<file path="src/rtl/adc_seq_pkg.sv">
package adc_seq_pkg;

    typedef enum logic [1:0] {
        ST_OFF,
        ST_IDLE,
        ST_SAMPLE,
        ST_TRIAL
    } seq_state_t;

    localparam logic [2:0] ADDR_CTRL = 3'd0;
    localparam logic [2:0] ADDR_CMD  = 3'd1;
    localparam logic [2:0] ADDR_STAT = 3'd2;

endpackage

</file>
<file path="src/rtl/adc_chan_next.sv">
module adc_chan_next #(
    parameter int NCH = 4,
    parameter int CW  = 2
) (
    input  logic [NCH-1:0] mask,
    input  logic [CW:0]    lo,
    output logic           found,
    output logic [CW-1:0]  idx
);

    // lowest enabled channel at or above lo
    always_comb begin
        found = 1'b0;
        idx   = '0;
        for (int i = NCH - 1; i >= 0; i--) begin
            if (mask[i] && ((CW+1)'(i) >= lo)) begin
                found = 1'b1;
                idx   = CW'(i);
            end
        end
    end

endmodule

</file>
<file path="src/rtl/adc_sar_step.sv">
module adc_sar_step #(
    parameter int MAXW = 10,
    parameter int RW   = 4
) (
    input  logic            clk,
    input  logic            rst_n,
    input  logic            load,
    input  logic            step,
    input  logic            cmp_ge,
    input  logic [RW-1:0]   res,
    output logic [MAXW-1:0] trial_code,
    output logic [MAXW-1:0] acc_next,
    output logic            last
);

    localparam int PW = $clog2(MAXW);

    logic [MAXW-1:0] acc;
    logic [PW-1:0]   pos;
    logic [MAXW-1:0] trial_bit;

    always_comb begin
        trial_bit  = MAXW'(1) << pos;
        trial_code = acc | trial_bit;
        acc_next   = cmp_ge ? trial_code : acc;
        last       = (pos == PW'(MAXW - int'(res)));
    end

    always_ff @(posedge clk or negedge rst_n) begin
        if (!rst_n) begin
            acc <= '0;
            pos <= PW'(MAXW - 1);
        end else if (load) begin
            acc <= '0;
            pos <= PW'(MAXW - 1);
        end else if (step && !last) begin
            acc <= acc_next;
            pos <= pos - 1'b1;
        end
    end

    // a trial never reaches below the least significant bit of the resolution
    assert_trial_in_range_R4: assert property (@(posedge clk) disable iff (!rst_n)
        step |-> (int'(pos) >= MAXW - int'(res)));

    // the bit under trial has not been settled yet
    assert_trial_bit_fresh_R4: assert property (@(posedge clk) disable iff (!rst_n)
        step |-> ((acc & trial_bit) == '0));

endmodule

</file>
<file path="src/rtl/adc_scan_seq.sv">
module adc_scan_seq
    import adc_seq_pkg::*;
#(
    parameter int NCH  = 4,
    parameter int MAXW = 10,
    parameter int MINW = 2,
    parameter int DW   = 16,
    parameter int AW   = 3
) (
    input  logic            clk,
    input  logic            rst_n,
    input  logic            reg_wr,
    input  logic [AW-1:0]   reg_addr,
    input  logic [DW-1:0]   reg_wdata,
    output logic [DW-1:0]   reg_rdata,
    output logic            irq,
    output logic            ana_en,
    output logic [$clog2(NCH)-1:0] ana_sel,
    output logic [MAXW-1:0] dac_code,
    input  logic            cmp_ge
);

    localparam int CW       = $clog2(NCH);
    localparam int RW       = $clog2(MAXW + 1);
    localparam int RES_LSB  = NCH;
    localparam int CONT_BIT = RES_LSB + RW;
    localparam int PD_BIT   = CONT_BIT + 1;
    localparam int IE_BIT   = CONT_BIT + 2;

    function automatic logic [RW-1:0] clamp_res(input logic [RW-1:0] r);
        if (int'(r) < MINW)      return RW'(MINW);
        else if (int'(r) > MAXW) return RW'(MAXW);
        else                     return r;
    endfunction

    seq_state_t state, state_nx;
    logic [CW-1:0]   ch, ch_nx;
    logic [NCH-1:0]  en_q, scan_mask;
    logic [RW-1:0]   res_q, scan_res;
    logic            cont_q, pd_q, ie_q, scan_cont, done_q;
    logic            start_req, stop_req, clr_req, ctrl_wr;
    logic            accept, done_set, res_we, load, step, busy;
    logic            first_found, nxt_found, last;
    logic [CW-1:0]   first_idx, nxt_idx;
    logic [MAXW-1:0] trial_code, acc_next;
    logic [MAXW-1:0] res_q_arr [NCH];
    wire             unused_wdata = ^reg_wdata[DW-1:IE_BIT+1];

    assign ctrl_wr   = reg_wr && (reg_addr == ADDR_CTRL);
    assign start_req = reg_wr && (reg_addr == ADDR_CMD) && reg_wdata[0];
    assign stop_req  = reg_wr && (reg_addr == ADDR_CMD) && reg_wdata[1];
    assign clr_req   = reg_wr && (reg_addr == ADDR_STAT) && reg_wdata[0];

    adc_chan_next #(.NCH(NCH), .CW(CW)) u_first (
        .mask  ((state == ST_IDLE) ? en_q : scan_mask),
        .lo    ('0),
        .found (first_found),
        .idx   (first_idx)
    );

    adc_chan_next #(.NCH(NCH), .CW(CW)) u_next (
        .mask  (scan_mask),
        .lo    ({1'b0, ch} + 1'b1),
        .found (nxt_found),
        .idx   (nxt_idx)
    );

    adc_sar_step #(.MAXW(MAXW), .RW(RW)) u_sar (
        .clk        (clk),
        .rst_n      (rst_n),
        .load       (load),
        .step       (step),
        .cmp_ge     (cmp_ge),
        .res        (scan_res),
        .trial_code (trial_code),
        .acc_next   (acc_next),
        .last       (last)
    );

    // next-state and sequencing strobes
    always_comb begin
        state_nx = state;
        ch_nx    = ch;
        accept   = 1'b0;
        done_set = 1'b0;
        res_we   = 1'b0;
        load     = 1'b0;
        step     = 1'b0;
        unique case (state)
            ST_OFF: begin
                if (!pd_q) state_nx = ST_IDLE;
            end
            ST_IDLE: begin
                if (pd_q) begin
                    state_nx = ST_OFF;
                end else if (start_req && first_found) begin
                    accept   = 1'b1;
                    ch_nx    = first_idx;
                    state_nx = ST_SAMPLE;
                end
            end
            ST_SAMPLE: begin
                if (pd_q)          state_nx = ST_OFF;
                else if (stop_req) state_nx = ST_IDLE;
                else begin
                    load     = 1'b1;
                    state_nx = ST_TRIAL;
                end
            end
            ST_TRIAL: begin
                if (pd_q)          state_nx = ST_OFF;
                else if (stop_req) state_nx = ST_IDLE;
                else begin
                    step = 1'b1;
                    if (last) begin
                        res_we = 1'b1;
                        if (nxt_found) begin
                            ch_nx    = nxt_idx;
                            state_nx = ST_SAMPLE;
                        end else begin
                            done_set = 1'b1;
                            if (scan_cont && first_found) begin
                                ch_nx    = first_idx;
                                state_nx = ST_SAMPLE;
                            end else begin
                                state_nx = ST_IDLE;
                            end
                        end
                    end
                end
            end
            default: state_nx = ST_IDLE;
        endcase
    end

    // state register
    always_ff @(posedge clk or negedge rst_n) begin
        if (!rst_n) begin
            state <= ST_IDLE;
            ch    <= '0;
        end else begin
            state <= state_nx;
            ch    <= ch_nx;
        end
    end

    // outputs
    always_comb begin
        busy     = (state == ST_SAMPLE) || (state == ST_TRIAL);
        ana_en   = (state != ST_OFF);
        ana_sel  = ch;
        dac_code = (state == ST_TRIAL) ? trial_code : '0;
        irq      = done_q && ie_q;
    end

    // configuration, scan snapshot and flag
    always_ff @(posedge clk or negedge rst_n) begin
        if (!rst_n) begin
            en_q      <= '0;
            res_q     <= RW'(MAXW);
            cont_q    <= 1'b0;
            pd_q      <= 1'b0;
            ie_q      <= 1'b0;
            scan_mask <= '0;
            scan_res  <= RW'(MAXW);
            scan_cont <= 1'b0;
            done_q    <= 1'b0;
        end else begin
            if (ctrl_wr) begin
                en_q   <= reg_wdata[NCH-1:0];
                res_q  <= clamp_res(reg_wdata[RES_LSB +: RW]);
                cont_q <= reg_wdata[CONT_BIT];
                pd_q   <= reg_wdata[PD_BIT];
                ie_q   <= reg_wdata[IE_BIT];
            end
            if (accept) begin
                scan_mask <= en_q;
                scan_res  <= res_q;
                scan_cont <= cont_q;
            end
            if (done_set)     done_q <= 1'b1;
            else if (clr_req) done_q <= 1'b0;
        end
    end

    for (genvar g = 0; g < NCH; g++) begin : g_result
        always_ff @(posedge clk or negedge rst_n) begin
            if (!rst_n)                           res_q_arr[g] <= '0;
            else if (res_we && (ch == CW'(g)))    res_q_arr[g] <= acc_next;
        end
    end

    always_comb begin
        reg_rdata = '0;
        if (reg_addr[AW-1]) begin
            reg_rdata = DW'(res_q_arr[reg_addr[CW-1:0]]);
        end else if (reg_addr == ADDR_CTRL) begin
            reg_rdata = DW'({ie_q, pd_q, cont_q, res_q, en_q});
        end else if (reg_addr == ADDR_STAT) begin
            reg_rdata = DW'({busy, done_q});
        end
    end

    // power-down empties the pipeline on the following cycle
    assert_pd_halts_R9: assert property (@(posedge clk) disable iff (!rst_n)
        pd_q |=> (!busy && !ana_en));

    // only enabled channels are ever presented during a scan
    assert_sel_enabled_R6: assert property (@(posedge clk) disable iff (!rst_n)
        busy |-> scan_mask[ch]);

    // stored results have zero bits below the resolution
    assert_low_bits_zero_R5: assert property (@(posedge clk) disable iff (!rst_n)
        res_we |-> ((acc_next & ((MAXW'(1) << (MAXW - int'(scan_res))) - 1'b1)) == '0));

    // done only rises after a trial cycle finished a pass
    assert_done_from_pass_R11: assert property (@(posedge clk) disable iff (!rst_n)
        $rose(done_q) |-> ($past(state) == ST_TRIAL));

    // an empty mask never leaves idle
    assert_empty_start_ignored_R10: assert property (@(posedge clk) disable iff (!rst_n)
        (state == ST_IDLE && en_q == '0 && !pd_q) |=> (state == ST_IDLE));

endmodule

</file>
<file path="config.mk">
export PLATFORM = sky130hd
export DESIGN_NAME = adc_scan_seq
export DESIGN_NICKNAME = d
export VERILOG_FILES = /design/src/rtl/adc_seq_pkg.sv /design/src/rtl/adc_chan_next.sv /design/src/rtl/adc_sar_step.sv /design/src/rtl/adc_scan_seq.sv
export SDC_FILE = /design/constraint.sdc
export NUM_CORES = 1
export LEC_CHECK = 0
export BUFFER_PORTS_ARGS = -buffer_cell sky130_fd_sc_hd__buf_2
export CORE_AREA = 2 2 146 120
export DETAILED_ROUTE_END_ITERATION = 8
export DIE_AREA = 0 0 148 122
export PLACE_DENSITY = 0.4
export RECOVER_POWER = 100
export REMOVE_ABC_BUFFERS = 1
export SYNTH_ARGS = -nofsm -noshare
export SYNTH_HDL_FRONTEND = slang
export SYNTH_HIERARCHICAL = 1
export SYNTH_SLANG_ARGS = --single-unit
</file>
<file path="constraint.sdc">
create_clock -name clk -period 3.7 [get_ports clk]
set_input_delay 0.37 -clock clk [delete_from_list [all_inputs] [get_ports clk]]
set_output_delay 0.37 -clock clk [all_outputs]
set_load 0.005 [all_outputs]
</file>
==> metrics.md, run 1 <==
| Metric | Value |
|---|---|
| Worst Setup Slack, final | between 0.8 and 0.9 ns |
| Setup violators final | 0 |
| Final non-filler cell area | just over 0.005 mm² |
| Post-synth EDFFs | 0 |
| Pin count of the biggest net entering global routing | 64 |
| Total global routing overflow | 0 |
| Overall track demand over capacity in global routing | a little over an eighth |
| VDD IR-drop max | 203 µV |
| Number of port buffers | 42 |
| RSZ-0062 raised after global routing | false |
| Worst reg2reg endpoint | res_q_arr[35] |
| Worst skew pair latency | 0.34 ns |
| Instance area after placement | 0.00497 mm² |
| ANT nets after route | 0 |
| Number of CTS-inserted buffers | 9 |
| Endpoint type of the worst setup path | flop |
| Area share of the largest cell type after synthesis | 39.5% |
| Wire length of the first global-routing pass | 18200 µm |
| Number of cells in the finished layout apart from fillers | 664 |
| Post-route minimum period | 2.87 ns |
| HPWL after detailed placement | between 8000 and 9000 µm |
| Critical path class | reg -> reg |
| Total leakage power | 2.39 nW |
| Hold worst-path end | cont_q |
| WL per Instance | 17.0 µm |
| Arrival time at the worst endpoint | 3.09 ns |
| Top FF cell, synth | dfrtp_1 |
| Net switching power figure | 0.767 mW |
| DR iter-0 viols | 189 |
| Flop pwr share | 42.2% |
| Final Util | 30.2% |
| Count of inserted antenna diode cells | 0 |
| Required time of the critical path | 3.92 ns |
| Max-capacitance violation count | 1 |
| TritonCTS clock tree | built |
| Number of placed I/O pins | 53 |
| Worst reg2reg path depth | 8 |
| Result of the run | complete, but fails checks |
| Fraction of final layout cells with drive strength greater than 1 | 20.7% |
| Chip height | 122 µm |
| Hold violation count in the final report | 0 |
| Root Buffer Master | clkbuf_16 |
| Number of nets in the finished design | 469 |
| Post-synthesis instance area | around 0.0046 mm² |
| Final worst path period share | 77.4% |
| Total design power | 2.49 mW |
| Share of the yosys chip area belonging to registers | 43.5% |
| Hold Path Stages | 2 |
| Fraction of power consumed by combinational cells | 22.6% |
| Setup repair bufs after CTS | 0 |
| Slew at the pin closest to its max-slew limit | 1.71 ns |
| Cell row count | between 40 and 50 |
| Antenna violations before repair | 0 |
| Total Wirelength | 11300 µm |
| Startpoint of the worst-slack reg-to-reg timing path | scan_res[1] |
| Avg Inst Size Synth | 11.8 µm² |
| Number of storage elements in the synthesis netlist | between 70 and 80 |
| Register-to-register setup slack | 0.83 ns |
| Max Root-Sink Buffers | 2 |
| Post-detailed-route DRC marker count | 0 |
| Die Span X | roughly 150 µm |
| Ratio of routed vias to standard cells | ~4.5 |
| Maximum clock frequency | 349 MHz |
| Yosys warns | 6 |
| Hold-fix buffers, CTS | 0 |
| Share of flip-flops with an asynchronous set or reset | between 90% and 100% |
| Post-synthesis cell type count | 51 |
| Setup Skew | 0.00762 ns |
| Internal power consumption | 1.72 mW |
| Startpoint types | flop |
| Setup slack at placement | 0.871 ns |
| Tightest Hold Check Type | in -> reg |
| Level count of the clock H-tree | 3 |
| Cell with the most instances after synthesis | dfrtp_1 |
| Largest area contributor in the netlist | dfrtp_1 |
| Core box area | 0.0168 mm² |
| Worst-path maximum fanout | 10 |
| Power per unit of standard cell area | 491 mW/mm² |
| Weighted congestion reported at the end of routability-driven placement | between 0.7 and 0.8 |
| Post-route setup TNS | 0 ns |
| Total instance count after detailed placement | 650 |
| First-pass iteration count of the detailed router | 4 |
| Part of the power in the clock network | 35.2% |
| Number of pins exceeding their max-slew limit in the final report | 64 |
| Area contributors post-synth | dfrtp_1 (39%), mux2_4 (13%), mux2_2 (5.2%) |
| Die Footprint | 0.0181 mm² |
| Failing checks | capacitance limit, slew limit |
| Synth cell count leaders | dfrtp_1 (72), nand2_1 (48), mux2_4 (40) |
| Clock input transition at the sequential cells of the worst setup and hold paths | 0.06 ns |
| Via count of the first global-routing pass | around 3100 |
| Relative slew slack | -13.8% |
| Initial Util | 27.2% |
| Worst min-delay path startpoint | reg_wdata[8] |
| Worst hold slack across all endpoints | 0.260 ns |
| Area added between synthesis and finish | 11.1% |
| Total number of clock tree sinks | a little under 80 |
| CTS resizes | 0 |
| Switching share of total power | 30.9% |
| Post-synthesis instance total | about 390 |
| Total via count after detailed routing | 3010 |
flip-flops by register name, indices dropped and copies added (netlist names):
register,flops
cont_q,1
u_sar/pos,4
state,2
done_q,1
scan_cont,1
res_q,4
res_q_arr,40
ie_q,1
en_q,4
u_sar/acc,10
ana_sel,2
scan_mask,4
pd_q,1
scan_res,4
final cells by class:
cell class	count	area, µm²
timing repair buffer	48	223
tap	225	282
fill	1804	11700
inverter	22	82.6
sequential	79	1990
clock inverter	1	30.0
multi-input combinational	276	2220
clock buffer	13	250
worst max-delay path by stage:
stage                            from       endpoint  slack (ns)
after floorplan           scan_res[1]   res_q_arr[0]        1.07
after detailed placement  scan_res[0]  res_q_arr[30]        0.87
after CTS                 scan_res[0]  res_q_arr[34]        0.86
after global routing      reg_addr[0]   u_sar/acc[0]        0.49
final                     scan_res[1]  res_q_arr[35]        0.83
after global placement    scan_res[0]  res_q_arr[34]        0.88
cell usage in the layout (no fill, tap or decap), types with 3 or more instances in the layout:
| cell type | synthesis | final |
|---|---|---|
| dfrtp_1 | 72 | 72 |
| nand2_1 | 48 | 48 |
| o22ai_1 | 10 | 10 |
| xor2_1 | 3 | 3 |
| buf_2 | 3 | 24 |
| mux2_1 | 0 | 35 |
| buf_4 | 7 | 3 |
| nand3_1 | 6 | 6 |
| mux2_4 | 40 | 5 |
| mux4_2 | 10 | 10 |
| mux2i_1 | 6 | 6 |
| ha_1 | 10 | 10 |
| o21ai_0 | 10 | 10 |
| xnor2_1 | 6 | 6 |
| dfstp_1 | 0 | 3 |
| clkbuf_16 | 0 | 9 |
| conb_1 | 1 | 13 |
| a21oi_1 | 8 | 8 |
| mux2_2 | 21 | 21 |
| clkbuf_1 | 7 | 23 |
| nor2_1 | 10 | 10 |
| dfstp_2 | 7 | 4 |
| and2_4 | 4 | 4 |
| a31o_2 | 3 | 3 |
| a211oi_1 | 5 | 5 |
| nor2b_1 | 6 | 6 |
| and2_1 | 5 | 3 |
| inv_1 | 22 | 22 |
| and3_1 | 11 | 11 |
| a22o_1 | 8 | 8 |
| nor3_1 | 4 | 4 |
critical path, stage by stage (launching register included):
cell and delay [ns]:
dfstp_1 0.54, ha_1 0.24, xor2_1 0.19, nand2_1 0.18, nor3_1 0.28, nand3_1 0.19, a211oi_4 0.41, and2_4 0.34
mux2_1 0.36
power by group through the flow:
stage	clock network [mW]	registers (mW)	logic, mW
2_1_floorplan	0	1.05	0.392
3_3_place_gp	0	1.07	0.576
3_5_place_dp	0	1.07	0.583
4_1_cts	0.910	1.05	0.586
5_1_grt	0.948	1.07	0.639
6_report	0.876	1.05	0.561
per-layer routing:
metal / routed length, µm / GRT usage [%] / up-vias
li1: - / - / 1445
met1: 6070 / 20.7 / 1498
met2: 4680 / 18.4 / 58
met3: 437 / 3.71 / 9
met4: 124 / 3.57 / 0
met5: 0 / 0 / -
kinds of logic (layout without fill, tap and decap cells):
logic type / after synthesis / in the layout / synth area share (%)
adders and majority gates: 10 / 10 / 2.74
muxes: 77 / 77 / 24.6
and+or+nand+nor: 107 / 107 / 12.1
xor gates and xnor gates: 10 / 10 / 2.08
other: 1 / 13 / 0.0822
AOI/OAI and AO/OA: 59 / 59 / 9.13
DFF: 79 / 79 / 43.5
buffers and inverters: 44 / 84 / 5.70
Note: power is estimated with default switching activity, not from simulation.
==> inputs of run 2 (changes only) <==
--- a/config.mk
+++ b/config.mk
@@ -9,7 +9,7 @@
 export CORE_AREA = 2 2 146 120
 export DETAILED_ROUTE_END_ITERATION = 8
 export DIE_AREA = 0 0 148 122
-export PLACE_DENSITY = 0.4
+export PLACE_DENSITY = 0.41
 export RECOVER_POWER = 100
 export REMOVE_ABC_BUFFERS = 1
 export SYNTH_ARGS = -nofsm -noshare
==> constraint.sdc (replaced) <==
create_clock -name clk -period 2.6 [get_ports clk]
set_input_delay 0.26 -clock clk [delete_from_list [all_inputs] [get_ports clk]]
set_output_delay 0.26 -clock clk [all_outputs]
set_load 0.005 [all_outputs]
==> run 2 against run 1 <==
  * The flow still finishes with violations (capacitance limit, slew limit)
  * Final area rose by 6.1%
  * Core utilization grew 1.9 points
  * Flip-flop and latch count unchanged
  * First-iteration DRC count is 22% higher
  * Clock power rose by 45%
  * Critical path type unchanged
  * Critical endpoint is now res_q_arr[7]
  * Highest routed layer unchanged
==> metrics.md, run 2 (synthesis results as in run 1) <==
| Metric | Value |
|---|---|
| Via count of the first global-routing pass | 3206 |
| Total leakage power | roughly 2.5 nW |
| VDD IR-drop max | 278 µV |
| Flop pwr share | roughly two fifths |
| Critical path class | reg -> reg |
| Total Wirelength | 11800 µm |
| Power per unit of standard cell area | 679 mW/mm² |
| Number of placed I/O pins | 53 |
| Hold-fix buffers, CTS | 0 |
| Post-detailed-route DRC marker count | 0 |
| Most common library cell in the layout ignoring fill and taps | dfrtp_1 |
| Register with the most flip-flops | res_q_arr |
| Ratio of routed vias to standard cells | 4.54 |
| Commonest cells after routing, fill and taps aside | dfrtp_1 (72), nand2_1 (48), mux2_4 (40), buf_2 (30), inv_1 (22) |
| Failing checks | capacitance limit, slew limit |
| Max-capacitance violation count | 1 |
| Hold violation count in the final report | 0 |
| Flip-flop count of the largest register, all copies and words added | 40 |
| Die Span X | 148 µm |
| WL per Instance | 17.2 µm |
| Die Footprint | 0.0181 mm² |
| Total design power | around 3.7 mW |
| Total global routing overflow | 0 |
| Setup violators final | 0 |
| Max Root-Sink Buffers | 2 |
| Fraction of final layout cells with drive strength greater than 1 | 34.2% |
| Area added between synthesis and finish | 17.9% |
| Startpoint types | flop |
| Overall track demand over capacity in global routing | 13.7% |
| Setup Skew | 0.00909 ns |
| Net switching power figure | 1.14 mW |
| Required time of the critical path | 2.81 ns |
| Switching share of total power | 31.1% |
| Tightest Hold Check Type | in -> reg |
| Final worst path period share | 93.7% |
| Arrival time at the worst endpoint | 2.65 ns |
| Wire length of the first global-routing pass | between 15000 and 20000 µm |
| Largest regs | res_q_arr: 40 flops, u_sar/acc: 10 flops |
| TritonCTS clock tree | built |
| Number of nets in the finished design | 490 |
| Part of the power in the clock network | about a third |
| Antenna violations before repair | 0 |
| Number of pins exceeding their max-slew limit in the final report | 79 |
| Endpoint type of the worst setup path | flop |
| Chip height | between 100 and 150 µm |
| Level count of the clock H-tree | 3 |
| Pin count of the biggest net entering global routing | 79 |
| Total number of clock tree sinks | 79 |
| Initial Util | 27.2% |
| Post-route minimum period | 2.44 ns |
| Clock input transition at the sequential cells of the worst setup and hold paths | ~0.060 ns |
| Count of inserted antenna diode cells | 0 |
| Total via count after detailed routing | 3121 |
| Maximum clock frequency | about 410 MHz |
| Fraction of power consumed by combinational cells | 25.1% |
| HPWL after detailed placement | 8270 µm |
| ANT nets after route | 0 |
| Worst-path maximum fanout | 10 |
| Result of the run | complete, but fails checks |
| First-pass iteration count of the detailed router | 5 |
| Slew at the pin closest to its max-slew limit | 2.04 ns |
| Worst skew pair latency | roughly 0.33 ns |
| Number of CTS-inserted buffers | 9 |
| Setup slack at placement | -0.0535 ns |
| Post-route setup TNS | 0 ns |
| Core box area | 0.0168 mm² |
| Root Buffer Master | clkbuf_16 |
| Internal power consumption | 2.52 mW |
| DR iter-0 viols | 231 |
| Relative slew slack | -36.1% |
| Number of port buffers | 42 |
| Cell row count | 43 |
| Worst Setup Slack, final | 0.164 ns |
| Final Util | 32.1% |
| Weighted congestion reported at the end of routability-driven placement | approximately 0.75 |
==> run 2: cell types whose count changed in the layout (fill, tap and decap cells not counted), sizes merged <==
cell,change
buf,+19
and2,+2
clkinv,+2
clkbuf,-1
clkinvlp,+1
==> run 2: path summary, 6_finish.rpt <==
kind	startpoint	slack, ns	end	cells past startpoint
max in group asynchronous	rst_n	0.88	scan_res[0]	1
min in group asynchronous	rst_n	0.49	u_sar/acc[4]	1
worst min-delay path	reg_wdata[4]	0.15	res_q[0]	3
worst max-delay path	scan_res[1]	0.16	res_q_arr[7]	9
worst min register to register	res_q_arr[27]	0.50	res_q_arr[27]	1
worst max register to register	scan_res[1]	0.16	res_q_arr[7]	9
==> run 2: worst max-delay path, cell delays in order, from the launching register on <==
cell      delay (ns)
dfstp_2         0.53
ha_1            0.23
xor2_1          0.18
nand2_1         0.10
nor3_2          0.15
nand3_1         0.15
a211oi_4        0.21
buf_6           0.15
and2_4          0.29
mux2_4          0.32
==> run 2: layer usage <==
metal	wire, µm	share of wire, %	track usage [%]	up-vias
met4	65	0.55	2.86	0
met1	6390	54	21.1	1564
met5	0	0	0	-
li1	-	-	-	1495
met2	5000	42	19.9	58
met3	335	2.8	2.51	4
==> run 2: area by class of cell <==
cell class                      instances  area [µm²]
Tap cell                              225         282
Timing Repair Buffer                   67         355
Sequential cell                        79        1990
Clock buffer                           12         246
Multi-Input combinational cell        278        2380
Inverter                               22        82.6
Clock inverter                          4        47.5
Fill cell                            1780       11400
==> run 2: repair_timing <==
action,CTS,global route
setup buffers,2,0
resized for setup,1,3
endpoints found under the setup margin,42,51
pin swaps,4,1
gates cloned,2,0
==> run 2: power groups by stage <==
stage               Combinational (mW)  Sequential [mW]  Clock (mW)
finish                           0.917             1.47        1.27
global route                      1.02             1.49        1.36
CTS                              0.949             1.47        1.30
detailed placement               0.936             1.50           0
global placement                 0.922             1.49           0
floorplan                        0.558             1.49           0
==> run 2: stage by stage <==
stage          instances  hold WS [ns]  instance area (µm²)
2_1_floorplan        377       -0.0356                 4430
3_3_place_gp         667         0.487                 5100
3_5_place_dp         667         0.490                 5100
4_1_cts              687         0.146                 5420
5_1_grt              687         0.152                 5380
6_report             687         0.152                 5380
